## config.mk

```make
export PLATFORM = sky130hd
export DESIGN_NAME = adc_conv_ctrl
export DESIGN_NICKNAME = d
export VERILOG_FILES = /design/src/rtl/adc_ctrl_pkg.sv /design/src/rtl/adc_pwr_ctrl.sv /design/src/rtl/adc_sar_path.sv /design/src/rtl/adc_conv_ctrl.sv
export SDC_FILE = /design/constraint.sdc
export NUM_CORES = 1
export LEC_CHECK = 0
export BUFFER_PORTS_ARGS = -buffer_cell sky130_fd_sc_hd__clkbuf_2
export CORE_MARGIN = 8
export CORE_UTILIZATION = 45
export CTS_CLUSTER_DIAMETER = 200
export DETAILED_ROUTE_END_ITERATION = 12
export PLACE_DENSITY = 0.75
export SYNTH_ARGS = -nofsm -noshare
export SYNTH_HDL_FRONTEND = slang
export SYNTH_SLANG_ARGS = --single-unit
```

## constraint.sdc

```tcl
create_clock -name sysClk -period 5.1 [get_ports sysClk]
set_clock_uncertainty 0.05 [all_clocks]
set_input_delay 0.765 -clock sysClk [delete_from_list [all_inputs] [get_ports sysClk]]
set_output_delay 0.765 -clock sysClk [all_outputs]
set_load 0.1 [all_outputs]
```

## src/rtl/adc_ctrl_pkg.sv

```systemverilog
package adc_ctrl_pkg;
  typedef enum logic [1:0] {
    PWR_ACTIVE = 2'd0,
    PWR_NAP    = 2'd1,
    PWR_SLEEP  = 2'd2,
    PWR_OFF    = 2'd3
  } pwr_state_t;

  // strobes from the sequencer to the SAR datapath
  typedef struct packed {
    logic load;    // first bit-clock edge: send flag, set MSB trial
    logic decide;  // one bit decision and shift
    logic finish;  // last edge: release the data pin
    logic abort;   // power-down or power-off cut the conversion
    logic flag;    // reference readiness to place in the word
  } sar_strobe_t;
endpackage

```

## src/rtl/adc_pwr_ctrl.sv

```systemverilog
module adc_pwr_ctrl
  import adc_ctrl_pkg::*;
#(
  parameter int RES_BITS      = 12,
  parameter int NAP_PULSES    = 2,
  parameter int SLEEP_PULSES  = 4,
  parameter int WAKE_MIN      = 15,
  parameter int SETTLE_CYCLES = 750000
) (
  input  logic        sysClk,
  input  logic        rstN,
  input  logic        convIn,
  input  logic        sclkIn,
  input  logic        shdnN,
  output sar_strobe_t strb,
  output pwr_state_t  state,
  output logic        busy,
  output logic        refReady
);
  localparam int CONV_CLKS = RES_BITS + 2;
  localparam int CNT_W     = $clog2(CONV_CLKS + 1);
  localparam int PULSE_W   = $clog2(SLEEP_PULSES + 1);
  localparam int WAKE_W    = $clog2(WAKE_MIN + 1);
  localparam int SETTLE_W  = $clog2(SETTLE_CYCLES + 1);

  logic                convQ, clkQ;
  logic [CNT_W-1:0]    clkCnt;
  logic [PULSE_W-1:0]  pulseCnt;
  logic [WAKE_W-1:0]   highCnt;
  logic [SETTLE_W-1:0] settleCnt;

  logic convRise, clkRise, clkFall, pulseHit, goNap, goSleep, wakeOk, startConv, stepEdge;
  logic [PULSE_W-1:0] pulseNext;

  always_comb begin
    convRise  = convIn & ~convQ;
    clkRise   = sclkIn & ~clkQ;
    clkFall   = ~sclkIn & clkQ;
    pulseHit  = convRise & ~sclkIn & shdnN & ~clkQ &
                (state == PWR_ACTIVE || state == PWR_NAP);
    pulseNext = pulseCnt + 1'b1;
    goNap     = pulseHit && state == PWR_ACTIVE && pulseNext == PULSE_W'(NAP_PULSES);
    goSleep   = pulseHit && state == PWR_NAP && pulseNext == PULSE_W'(SLEEP_PULSES);
    wakeOk    = clkFall && highCnt >= WAKE_W'(WAKE_MIN) && shdnN;
    startConv = convRise && state == PWR_ACTIVE && shdnN && !busy;
    stepEdge  = busy && clkRise;

    strb.abort  = goNap | ~shdnN;
    strb.load   = stepEdge && clkCnt == '0;
    strb.decide = stepEdge && clkCnt >= CNT_W'(1) && clkCnt <= CNT_W'(RES_BITS);
    strb.finish = stepEdge && clkCnt == CNT_W'(CONV_CLKS - 1);
    strb.flag   = refReady;
  end

  // edge history, pulse counting and wake timing
  always_ff @(posedge sysClk) begin
    if (!rstN) begin
      convQ    <= 1'b0;
      clkQ     <= 1'b0;
      pulseCnt <= '0;
      highCnt  <= '0;
    end else begin
      convQ <= convIn;
      clkQ  <= sclkIn;
      if (clkRise || clkFall || !shdnN) pulseCnt <= '0;
      else if (pulseHit)                pulseCnt <= pulseNext;
      if (!sclkIn)                              highCnt <= '0;
      else if (highCnt != WAKE_W'(WAKE_MIN))    highCnt <= highCnt + 1'b1;
    end
  end

  // power state
  always_ff @(posedge sysClk) begin
    if (!rstN) state <= PWR_ACTIVE;
    else if (!shdnN) state <= PWR_OFF;
    else begin
      unique case (state)
        PWR_OFF:    state <= PWR_ACTIVE;
        PWR_ACTIVE: if (goNap) state <= PWR_NAP;
        PWR_NAP:    if (wakeOk) state <= PWR_ACTIVE;
                    else if (goSleep) state <= PWR_SLEEP;
        PWR_SLEEP:  if (wakeOk) state <= PWR_ACTIVE;
        default:    state <= PWR_ACTIVE;
      endcase
    end
  end

  // conversion step counter
  always_ff @(posedge sysClk) begin
    if (!rstN) begin
      busy   <= 1'b0;
      clkCnt <= '0;
    end else if (strb.abort) begin
      busy   <= 1'b0;
      clkCnt <= '0;
    end else if (startConv) begin
      busy   <= 1'b1;
      clkCnt <= '0;
    end else if (stepEdge) begin
      clkCnt <= clkCnt + 1'b1;
      if (strb.finish) busy <= 1'b0;
    end
  end

  // reference settling timer
  always_ff @(posedge sysClk) begin
    if (!rstN) begin
      refReady  <= 1'b0;
      settleCnt <= '0;
    end else if (!shdnN || state == PWR_SLEEP || state == PWR_OFF) begin
      refReady  <= 1'b0;
      settleCnt <= '0;
    end else if (!refReady) begin
      if (settleCnt == SETTLE_W'(SETTLE_CYCLES - 1)) refReady <= 1'b1;
      else settleCnt <= settleCnt + 1'b1;
    end
  end
endmodule

```

## src/rtl/adc_sar_path.sv

```systemverilog
module adc_sar_path
  import adc_ctrl_pkg::*;
#(
  parameter int RES_BITS = 12
) (
  input  logic                sysClk,
  input  logic                rstN,
  input  sar_strobe_t         strb,
  input  logic                compIn,
  output logic [RES_BITS-1:0] dacCode,
  output logic                sdoData,
  output logic                sdoEn
);
  localparam logic [RES_BITS-1:0] TOP_BIT = {1'b1, {(RES_BITS-1){1'b0}}};

  logic [RES_BITS-1:0] kept, trial;

  assign dacCode = kept | trial;

  always_ff @(posedge sysClk) begin
    if (!rstN) begin
      kept    <= '0;
      trial   <= '0;
      sdoData <= 1'b0;
      sdoEn   <= 1'b0;
    end else if (strb.abort || strb.finish) begin
      trial   <= '0;
      sdoData <= 1'b0;
      sdoEn   <= 1'b0;
    end else if (strb.load) begin
      kept    <= '0;
      trial   <= TOP_BIT;
      sdoData <= strb.flag;
      sdoEn   <= 1'b1;
    end else if (strb.decide) begin
      if (compIn) kept <= kept | trial;
      sdoData <= compIn;
      trial   <= trial >> 1;
    end
  end
endmodule

```

## src/rtl/adc_conv_ctrl.sv

```systemverilog
module adc_conv_ctrl
  import adc_ctrl_pkg::*;
#(
  parameter int RES_BITS      = 12,
  parameter int NAP_PULSES    = 2,
  parameter int SLEEP_PULSES  = 4,
  parameter int WAKE_MIN      = 15,
  parameter int SETTLE_CYCLES = 750000
) (
  input  logic                sysClk,
  input  logic                rstN,
  input  logic                convIn,
  input  logic                sclkIn,
  input  logic                shdnN,
  input  logic                compIn,
  output logic [RES_BITS-1:0] dacCode,
  output logic                sdoData,
  output logic                sdoEn,
  output logic                refReady,
  output logic [1:0]          pwrState,
  output logic                convBusy
);
  sar_strobe_t strb;
  pwr_state_t  state;

  adc_pwr_ctrl #(
    .RES_BITS(RES_BITS), .NAP_PULSES(NAP_PULSES), .SLEEP_PULSES(SLEEP_PULSES),
    .WAKE_MIN(WAKE_MIN), .SETTLE_CYCLES(SETTLE_CYCLES)
  ) u_ctrl (
    .sysClk(sysClk), .rstN(rstN), .convIn(convIn), .sclkIn(sclkIn), .shdnN(shdnN),
    .strb(strb), .state(state), .busy(convBusy), .refReady(refReady)
  );

  adc_sar_path #(.RES_BITS(RES_BITS)) u_path (
    .sysClk(sysClk), .rstN(rstN), .strb(strb), .compIn(compIn),
    .dacCode(dacCode), .sdoData(sdoData), .sdoEn(sdoEn)
  );

  assign pwrState = state;
endmodule

```

---- Yosys cells after proc, flatten, opt, wreduce, memory -nomap -nowiden ----
Index checks and enable logic that the tools add are counted.
storage, ports and cells
  register bits after elaboration ......... 63
  input port bits ......................... 6
  output and inout bits ................... 18
operators by class
  $add $sub $neg .......................... 4
  magnitude comparators ................... 3
  equality and inequality tests ........... 11
  muxes and demuxes ....................... 18
  bitwise logic cells ..................... 17
  reductions and logical operators ........ 39
operator list
  cell                   number
  $mux 12                5
  $add 20x1->20 const B  1
  $eq 20x20->1 const B   1
  $logic_and 1x1->1      14
  $or 12x12->12          1
  $mux 2                 5
  $add 4x1->4 const B    2
  $not 1->1              8
  $pmux 2 s4             1
  $reduce_bool 2->1      4
  $reduce_or 2->1        4
  $and 1x1->1            7
  $mux 1                 7
  $logic_or 1x1->1       6
  $ne 3x2->1 const B     2
  $reduce_and 2->1       3
  $reduce_and 3->1       2
  $reduce_or 3->1        2
  $eq 2x2->1 const B     2
  $eq 4x4->1 const B     1
  $ge 4x1->1 const B     1
  $ge 4x4->1 const B     1
  $le 4x4->1 const B     1
  $logic_not 4->1        1
  other kinds (9)        10

---- Logic depth before layout (Yosys ltp) ----
Gate-level depths: netlist of run 1.
  depth in word-level cells ............... 12
  gate-level depth with buffers ........... 8
  depth with buffers taken out ............ 6

---- By module ----
A second synthesis of run 1 with hierarchy kept.
unflattened totals
  cell total of the unflattened synthesis .. 309
  area, all modules ....................... 2865.2 um2
by module, submodules not included
  module        instances  cells an instance  area an instance (um2)  seq. area each (um2)
  adc_pwr_ctrl  1          219                1903.1                  740.7
  adc_sar_path  1          90                 962.2                   520.5

---- Worst setup path after synthesis of run 1 ----
OpenSTA, ideal clock, no wires.
  path type ............................... register -> register
  start point ............................. reg u_ctrl.busy
  end point ............................... reg u_path.trial[0]
  library setup time ...................... 128 ps
  data arrival time ....................... 2186 ps
  data required time ...................... 4922 ps
  slack ................................... 2737 ps
  cell stages (with the launch flop) ...... 7
  path buffers ............................ 2
  cells stage by stage .................... dfxtp_1 -> and2_1 -> clkbuf_1 -> o221a_2 -> buf_2 -> mux2i_1 -> nor2_1
between the ends
  cells in the longest elaborated chain, start to end .. 4
  elaborated cells on any way between the ends .. 7
  classes of those cells .................. 7 x reduce/logical
ends and longest elaborated chain
  element                           RTL line            text
  from (decl)                       adc_pwr_ctrl.sv:17  output logic busy,
  from (signal assigned)            adc_pwr_ctrl.sv:91  busy <= 1'b0;
  from (signal assigned)            adc_pwr_ctrl.sv:94  busy <= 1'b0;
  from (signal assigned)            adc_pwr_ctrl.sv:97  busy <= 1'b1;
  $logic_and 1x1->1 *               adc_pwr_ctrl.sv:46  stepEdge = busy && clkRise;
  $logic_and 1x1->1                 adc_pwr_ctrl.sv:51  strb.finish = stepEdge && clkCnt == CNT_W'(CONV_CLKS - 1);
  $logic_or 1x1->1                  adc_sar_path.sv:26  end else if (strb.abort || strb.finish) begin
  $reduce_or 3->1 (no source line)  n/a
  to (signal assigned)              adc_sar_path.sv:38  trial <= trial >> 1;
  to (decl)                         adc_sar_path.sv:16  logic [RES_BITS-1:0] kept, trial;
Every way passes the cells marked *; elsewhere a longest branch is shown, timed or not.
A chain may end at the register's enable or synchronous reset.

---- Worst setup path in the final report of run 1 ----
  start point ............................. reg u_ctrl.pulseCnt[0]
  end point ............................... reg u_path.trial[4]
between the ends
  cells in the longest elaborated chain, start to end .. 6
ends and longest elaborated chain
  element                           RTL line            text
  from (decl)                       adc_pwr_ctrl.sv:28  logic [PULSE_W-1:0] pulseCnt;
  from (signal assigned)            adc_pwr_ctrl.sv:66  else if (pulseHit) pulseCnt <= pulseNext;
  $add 3x1->3                       adc_pwr_ctrl.sv:41  pulseNext = pulseCnt + 1'b1;
  $eq 3x2->1                        adc_pwr_ctrl.sv:42  goNap = pulseHit && state == PWR_ACTIVE && pulseNext == PULSE_W'(NAP_PULSES);
  $logic_and 1x1->1                 adc_pwr_ctrl.sv:42
  $or 1x1->1                        adc_pwr_ctrl.sv:48  strb.abort = goNap | ~shdnN;
  $logic_or 1x1->1                  adc_sar_path.sv:26
  $reduce_or 3->1 (no source line)  n/a
Every way passes these cells.

==> results of run 1 <==
## kinds of logic (layout without fill, tap and decap cells)
logic type,after synthesis,count (layout),share of synthesized area (%)
buffers and inverters,26,52,3.99
AND/OR/NAND/NOR,143,143,26.3
adder cells (fa/ha/maj),10,10,4.34
AO/OA/AOI/OAI,55,55,13.0
flip-flops,63,63,43.8
XOR/XNOR,10,10,3.04
multiplexers,16,16,5.60
## layout make-up
class | instances | area, um^2 | area share (%)
inverter | 13 | 48.8 | 1.52
clock inverter | 7 | 56.3 | 1.76
tap | 77 | 96.3 | 3.00
multi-input combinational | 234 | 1510 | 47.0
timing repair buffer | 23 | 115 | 3.59
sequential | 63 | 1260 | 39.3
clock buffer | 9 | 124 | 3.86
## critical path: cells and delay by family (launching register included)
kind,cells,cell delay [ps]
fa+ha+maj,2,500
simple gates,4,1610
flops,1,340
## final timing paths
kind / slack [ps] / startpoint / cells past startpoint / end
worst min-delay path: 420 / u_path.kept[11] / 2 / u_path.kept[11]
worst min register to register: 420 / u_path.kept[11] / 2 / u_path.kept[11]
worst max register to register: 2490 / u_ctrl.pulseCnt[0] / 6 / u_path.trial[4]
worst max-delay path: 2490 / u_ctrl.pulseCnt[0] / 6 / u_path.trial[4]
## flip-flops by register name (all words and copies together) (netlist names), 2 cells and up
signal,cells
u_ctrl.clkCnt,4
u_ctrl.highCnt,4
u_ctrl.pulseCnt,3
u_ctrl.settleCnt,20
u_ctrl.state,2
u_path.kept,12
u_path.trial,12
## cell usage in the layout (no fill, tap or decap), drive strengths merged, types with 2 or more instances in the layout
cell,count
a211oi,4
a21oi,15
a31oi,4
a41oi,12
and2,4
clkbuf,32
clkinvlp,4
dfxtp,63
ha,10
inv,16
mux2i,15
nand2,20
nand2b,3
nand3,10
nand3b,2
nand4,8
nor2,48
nor2b,3
nor3,6
nor3b,2
nor4,2
o21ai,8
o31ai,3
or2,14
or3,8
or3b,2
or4,5
or4b,2
xnor2,8
xor2,2
## per-layer routing
layer	vias to the layer above	part of all wire, %	GRT usage (%)
met5	-	0	0
met4	0	1.1	7.04
met3	6	3.5	4.99
met2	27	48	21.5
met1	1097	48	16.7
li1	1194	-	-
## power by group through the flow
stage	Combinational [mW]	Clock, mW	Sequential, mW
6_report	0.0412	0.393	0.501
5_1_grt	0.0451	0.432	0.501
4_1_cts	0.0413	0.406	0.500
3_5_place_dp	0.0411	0	0.512
3_3_place_gp	0.0405	0	0.512
2_1_floorplan	0.0227	0	0.522
## per-stage QoR
stage               power [mW]  std cells  utilization [%]  hold WS [ps]  instance area [um^2]
floorplan                0.544        323                -           382                  2880
global placement         0.552        410             48.2           397                  3030
detailed placement       0.553        410             48.2           405                  3030
CTS                      0.948        426             51.1           424                  3210
global route             0.978        426             51.1           434                  3210
finish                   0.934        426             51.1           420                  3210
==> impl_results.md, run 1 <==
* Achievable Freq at 383 MHz
* Final WL at 5710 um
* Postcts setup bufs at 0
* Netlist cell types at 50
* Initial Utilization at 45.9%
* Synthesized flop and latch total at 63
* Gate power share at 4.4%
* Ant diodes at 0
* Area share of the largest cell type after synthesis at 43.8%
* Pre-CTS WS at 2510 ps
* CTS H-tree depth at 3
* Largest net degree at the start of global routing at 19
* CORE AREA at 0.00628 mm^2
* # hold bufs at CTS at 0
* Final min period at 2610 ps
* Switching pwr at 0.247 mW
* Highest-delay cell along the critical path: nand4_1
* Drt first pass iters at 5
* Status: complete, no violations
* First-pass GRT wire length at 10000 um
* Layout net count at 360
* Slowest stage delay, CP at 590 ps
* Fin crit share at 51.2%
* Clock Tree Root: clkbuf_8
* Most frequent cells after synthesis: 63 x dfxtp_1, 48 x nor2_1, 20 x nand2_1
* WL/cell at 13.4 um
* Final worst setup slack at 2490 ps
* Initial antenna violation count at 0
* Final GP Congestion at 0.796
* Clock Latency Late Sink at 340 ps
* Fill cell count at 604
* Vias in the first global route at 2196
* Post-cts repair resize count at 0
* Hold violation total from the final report at 0
* Worst EP arrival at 2780 ps
* Ys async rst share at 0%
* Setup-failing EPs final at 0
* Post-synthesis cell count at 323
* Relative slew slack at 39.6%
* Die span in x at 96.0 um
* CTS tree: built
* Number of flops mapped to enable cells by yosys at 0
* Via count at 2324
* CP required at 5270 ps
* Most used DFF post-synth: dfxtp_1
* Fraction of final layout cells sized beyond drive strength 1 at 17.5%
* Synth Net Count at 339
* Worst slew pin tran at 904 ps
* RSZ-0062 raised after global routing: no
* Total global-route track usage at 13.9%
* Synthesis-to-layout area growth at 11.3%
* Die ar. at 0.00922 mm^2
* Row count at 29
* Syn_area_per_cell at 8.92 um^2
* Detailed-placement wirelength estimate at 4070 um
* Clock transition at path regs at 80 ps
* Sink Count at 63
* Main area contributors after synthesis: dfxtp_1 44%, nor2_1 6.3%, mux2i_1 5.2%
* CP Class: reg -> reg
* Via density at 5.46
* P_leak at 1.17 nW
* Grt total ovfl at 0
* Synth warnings at 0
* DRC violations left at 0
* Routed Antenna Nets at 0
* Register area share after synthesis at 43.8%
* Max IR drop VDD at 0.204 mV
* Sw frac at 26.5%
* Drt first-iter violations at 110
* Max cap viols at 0
* IO Pins at 24
* Startpoint types: register
* Max Fanout on Critical Path at 17
* Part of the power in registers at 53.6%
* Critical path capture point type: register
* Pint at 0.687 mW
* Die Span Y at 96.0 um
* PortBufs at 23
* Synthesized cell area at 0.00288 mm^2
* Total CTS buffers at 9
* Pwr/cell area at 291 mW/mm^2
* Most frequent cell after synthesis: dfxtp_1
* Most frequent CP cell: ha_1
* Final TNS setup at 0 ps
* Clk buf depth at 2
* Hold Crit Class: reg -> reg
* Max-slew violations at 0
* Clock network fraction of design power at 42.0%
* Worst-path cell chain: ha_1 -> ha_1 -> nor4bb_1 -> nand3_1 -> nand4_1 -> nor2_1
* Largest area contributor in the netlist: dfxtp_1
(Power assumes the default switching activity.)
==> inputs of run 2 (changes only) <==
Settings changed: PLACE_DENSITY 0.75 to 0.77.
Clock period 5.1 ns to 2.2 ns, I/O delays scaled along.
==> run 2 against run 1 <==
  * Critical path depth shrank 1
  * Worst hold slack worse by 260 ps
  * Combinational power grew 140%
  * Non-clock buffer count is 10 higher
  * Fmax up 28%
  * Die area stayed put
  * Wire length up 1.1%
  * Largest cell class unchanged
  * Highest routed layer unchanged
==> impl_results.md, run 2 (same netlist as run 1, synthesis figures left out) <==
* Status: complete, no violations
* Max IR drop VDD at 0.447 mV
* CP bufs+invs at 0
* CP Class: reg -> reg
* Total CTS buffers at 9
* CORE AREA at 0.00628 mm^2
* Worst-path cell chain: ha_1 -> nand3_1 -> or4_4 -> or4_1 -> a21oi_1
* Layout net count at 370
* Row count at 29
* Relative slew slack at 62.4%
* Detailed-placement wirelength estimate at 4210 um
* Sink Count at 63
* Synthesis-to-layout area growth at 14.1%
* Via density at 5.50
* WL/cell at 13.2 um
* Max cap viols at 0
* Die Span Y at 96.0 um
* Slowest stage delay, CP at 570 ps
* PortBufs at 23
* Final GP Congestion at 0.811
* Reg with most FFs: u_ctrl.settleCnt
* CTS H-tree depth at 3
* Max Fanout on Critical Path at 5
* Drt first-iter violations at 105
* Hold violation total from the final report at 0
* Die ar. at 0.00922 mm^2
* Via count at 2396
* Startpoint types: register
* Regs by FF count: u_ctrl.settleCnt (20), u_path.kept (12), u_path.trial (12)
* Die span in x at 96.0 um
* Final min period at 2050 ps
* Ant diodes at 0
* Fin area at 0.00329 mm^2
* CTS tree: built
* RSZ-0062 raised after global routing: no
* CP required at 2420 ps
* Worst slew pin tran at 566 ps
* Initial antenna violation count at 0
* Highest-delay cell along the critical path: or4_4
* Routed Antenna Nets at 0
* Fill cell count at 588
* Setup-failing EPs final at 0
* P_leak at 1.24 nW
* Grt total ovfl at 0
* Largest net degree at the start of global routing at 15
* Drt first pass iters at 4
* Final TNS setup at 0 ps
* Commonest non-fill, non-tap cell in the layout: dfxtp_1
* Placed cell area at 0.00311 mm^2
* Cell family with most CP delay: simple AND/OR/NAND/NOR gates
* First-pass GRT wire length at 10300 um
* DRC violations left at 0
* Hold Crit Class: in -> reg
* Clk buf depth at 2
* Achievable Freq at 488 MHz
* Max-slew violations at 0
* Clock transition at path regs at 80 ps
* # hold bufs at CTS at 0
* Overall Power at 2.17 mW
* Fin crit share at 93.1%
* Clock Tree Root: clkbuf_8
* Pwr/cell area at 660 mW/mm^2
* Clock Latency Late Sink at 340 ps
* Commonest cells after routing, fill and taps aside: 61 x dfxtp_1, 48 x nor2_1, 23 x clkbuf_2
* Critical path capture point type: register
* Initial Utilization at 45.9%
* Worst EP arrival at 2270 ps
* Final WL at 5780 um
* Total global-route track usage at 13.9%
* IO Pins at 24
* Vias in the first global route at 2343
* Max reg flops at 20
* Pre-CTS WS at 141 ps
* Final worst setup slack at 153 ps
* Fraction of final layout cells sized beyond drive strength 1 at 20.6%
run 2: repair_timing:
action / in CTS / in global routing
endpoints found under the setup margin: 0 / 1
buffers inserted: 0 / 0
gates resized for setup: 0 / 1
endpoints found under the hold margin: 0 / 0
run 2: path summary, 6_finish.rpt:
kind | from | endpoint | slack, ps | cells after the start
setup reg to reg | u_ctrl.settleCnt[0] | u_ctrl.settleCnt[18] | 150 | 5
hold reg to reg | u_path.kept[4] | u_path.kept[4] | 420 | 2
hold / removal | convIn | u_ctrl.convQ | 160 | 2
setup / recovery | u_ctrl.settleCnt[0] | u_ctrl.settleCnt[18] | 150 | 5
run 2: routing by layer:
layer  routed length (um)  part of all wire [%]  up-vias  GRT usage, %
met3                  148                   2.6       12          3.51
li1                     -                     -     1221             -
met1                 2710                    47     1127          15.8
met2                 2790                    48       36          23.4
met4                  123                   2.1        0          7.55
met5                    0                     0        -             0
run 2: area by class of cell:
class | instances | area (um^2) | share of cell area (%)
clock inverters | 7 | 56.3 | 1.71
multi-input cells | 234 | 1510 | 45.9
clock buffers | 9 | 124 | 3.77
well taps | 77 | 96.3 | 2.93
inverters | 13 | 48.8 | 1.48
flip-flops and latches | 63 | 1260 | 38.4
repair buffers | 33 | 190 | 5.78
run 2: power by group:
part | leakage, nW | switching [mW] | total (mW) | internal [mW]
clock | 0.0906 | 0.489 | 0.911 | 0.421
sequential | 0.510 | 0.0114 | 1.16 | 1.15
combinational | 0.636 | 0.0711 | 0.0989 | 0.0278
total | 1.24 | 0.572 | 2.17 | 1.60
run 2: through the flow:
stage	util (%)	std cells	hold WS, ps
2_1_floorplan	-	323	381
3_3_place_gp	49.5	420	395
3_5_place_dp	49.5	420	404
4_1_cts	52.3	436	147
5_1_grt	52.4	436	169
6_report	52.4	436	157
==> inputs of run 3 (changes only) <==
Settings changed: RECOVER_POWER from default to 100.
==> run 3 against run 2 <==
  * Fmax grew 0.19%
  * First-iteration DRC count shrank 12%
  * Final area shrank 0.57%
  * Final cell count is the same
  * Via count grew 0.29%
  * Power is essentially flat
  * Combinational power is essentially flat
  * Global-route usage is the same
  * Sequential share of layout area grew 0.18 points
  * Critical path type unchanged
  * Largest cell class unchanged
  * Highest routed layer unchanged
==> impl_results.md, run 3 (same netlist as run 1, synthesis figures left out) <==
* Final TNS setup at 0 ps
* Relative slew slack at 22.5%
* Crit Reg-Reg Endpoint: u_ctrl.settleCnt[18]
* Die Span Y at 96.0 um
* Max reg flops at 20
* Postcts setup bufs at 0
* Fin cells at 436
* CP required at 2420 ps
* Fin crit share at 92.9%
* Via count at 2403
* Regs by FF count: u_ctrl.settleCnt (20), u_path.kept (12), u_path.trial (12)
* WL/cell at 13.3 um
* Hold Slack at 156 ps
* Final GP Congestion at 0.811
* First-pass GRT wire length at 10300 um
* Clock transition at path regs at 80 ps
* Max cap viols at 0
* Total CTS buffers at 9
* Pre-CTS WS at 141 ps
* Worst Setup EP: u_ctrl.settleCnt[18]
* Pwr/cell area at 663 mW/mm^2
* Die span in x at 96.0 um
* Row count at 29
* Commonest non-fill, non-tap cell in the layout: dfxtp_1
* P_leak at 1.22 nW
* Clk buf depth at 2
* Switching pwr at 0.570 mW
* Largest net degree at the start of global routing at 15
* Clock Latency Late Sink at 340 ps
* PortBufs at 23
* Inst Count DP at 420
* Startpoint types: register
* Worst EP arrival at 2260 ps
* Max Fanout on Critical Path at 5
* Critical path capture point type: register
* Final WL at 5790 um
* Vias in the first global route at 2343
* Hold Crit Class: in -> reg
* Layout net count at 370
* Total global-route track usage at 13.9%
* Setup-failing EPs final at 0
* Sink Count at 63
* Initial antenna violation count at 0
* Status: complete, no violations
* Final worst setup slack at 157 ps
* CTS H-tree depth at 3
* Routed Antenna Nets at 0
* Ant diodes at 0
* Reg with most FFs: u_ctrl.settleCnt
* Grt total ovfl at 0
* R2R Setup Slk at 160 ps
* Hold violation total from the final report at 0
* R2R cell count at 5
* CP Class: reg -> reg
* Max IR drop VDD at 0.447 mV
* CORE AREA at 0.00628 mm^2
* IO Pins at 24
* Clock network fraction of design power at 41.9%
* Achievable Freq at 489 MHz
* Max-slew violations at 0
* Critical path origin: u_ctrl.settleCnt[0]
* Clock Tree Root: clkbuf_8
* RSZ-0062 raised after global routing: no
* Via density at 5.51
* DRC violations left at 0
* CTS tree: built
* Sw frac at 26.3%
* Part of the power in registers at 53.5%
* Commonest cells after routing, fill and taps aside: 62 x dfxtp_1, 48 x nor2_1, 22 x clkbuf_2
* Gate power share at 4.5%
* Drt first-iter violations at 92
* Drt first pass iters at 4
* Pint at 1.60 mW
* Synthesis-to-layout area growth at 13.5%
* Worst flop-to-flop path startpoint: u_ctrl.settleCnt[0]
* Initial Utilization at 45.9%
* # hold bufs at CTS at 0
* Detailed-placement wirelength estimate at 4210 um
* Fraction of final layout cells sized beyond drive strength 1 at 18.9%
* Die ar. at 0.00922 mm^2
* Final min period at 2040 ps
* Worst slew pin tran at 1170 ps
run 3: stage by stage:
| step | util (%) | area (um^2) | power [mW] |
|---|---|---|---|
| global placement | 49.5 | 3110 | 1.28 |
| CTS | 52.3 | 3290 | 2.20 |
| global route | 52.1 | 3270 | 2.25 |
| detailed placement | 49.5 | 3110 | 1.29 |
| floorplan | - | 2890 | 1.26 |
| finish | 52.1 | 3270 | 2.17 |
run 3: worst min-delay path by stage:
stage | start | endpoint | slack [ps] | cells past startpoint
finish | convIn | u_ctrl.convQ | 160 | 2
global route | convIn | u_ctrl.convQ | 170 | 2
CTS | convIn | u_ctrl.convQ | 150 | 2
detailed placement | u_path.kept[4] | u_path.kept[4] | 400 | 2
global placement | u_path.kept[0] | u_path.kept[0] | 390 | 2
floorplan | shdnN | u_ctrl.state[0] | 380 | 1
run 3: per-layer routing:
layer	wire length, um	vias up	part of all wire (%)	global-route usage [%]
met3	153	12	2.6	3.51
met2	2820	31	49	23.4
met1	2700	1138	47	15.8
met5	0	-	0	0
met4	123	0	2.1	7.55
li1	-	1222	-	-
run 3: area by class of cell:
class | count | area (um^2)
inverters | 13 | 48.8
clock inverters | 7 | 56.3
clock buffers | 9 | 124
repair buffers | 33 | 178
well taps | 77 | 96.3
multi-input cells | 234 | 1510
flip-flops and latches | 63 | 1260
fillers | 593 | 3010
run 3: repair_timing:
action	4_1_cts	5_1_grt
endpoints found under the setup margin	0	1
gates resized for setup	0	1
endpoints found under the hold margin	0	0
run 3: worst max-delay path, stage by stage, from the launching register on:
cell and delay (ps):
dfxtp_1 400, ha_1 200, nand3_1 100, or4_4 570, or4_1 510, a21oi_1 150
run 3: power by group through the flow:
stage               Combinational [mW]  Clock, mW  Sequential, mW
floorplan                       0.0527          0            1.21
finish                          0.0986      0.909            1.16
CTS                             0.0998      0.939            1.16
detailed placement              0.0993          0            1.19
global route                     0.108      0.985            1.16
global placement                0.0983          0            1.19
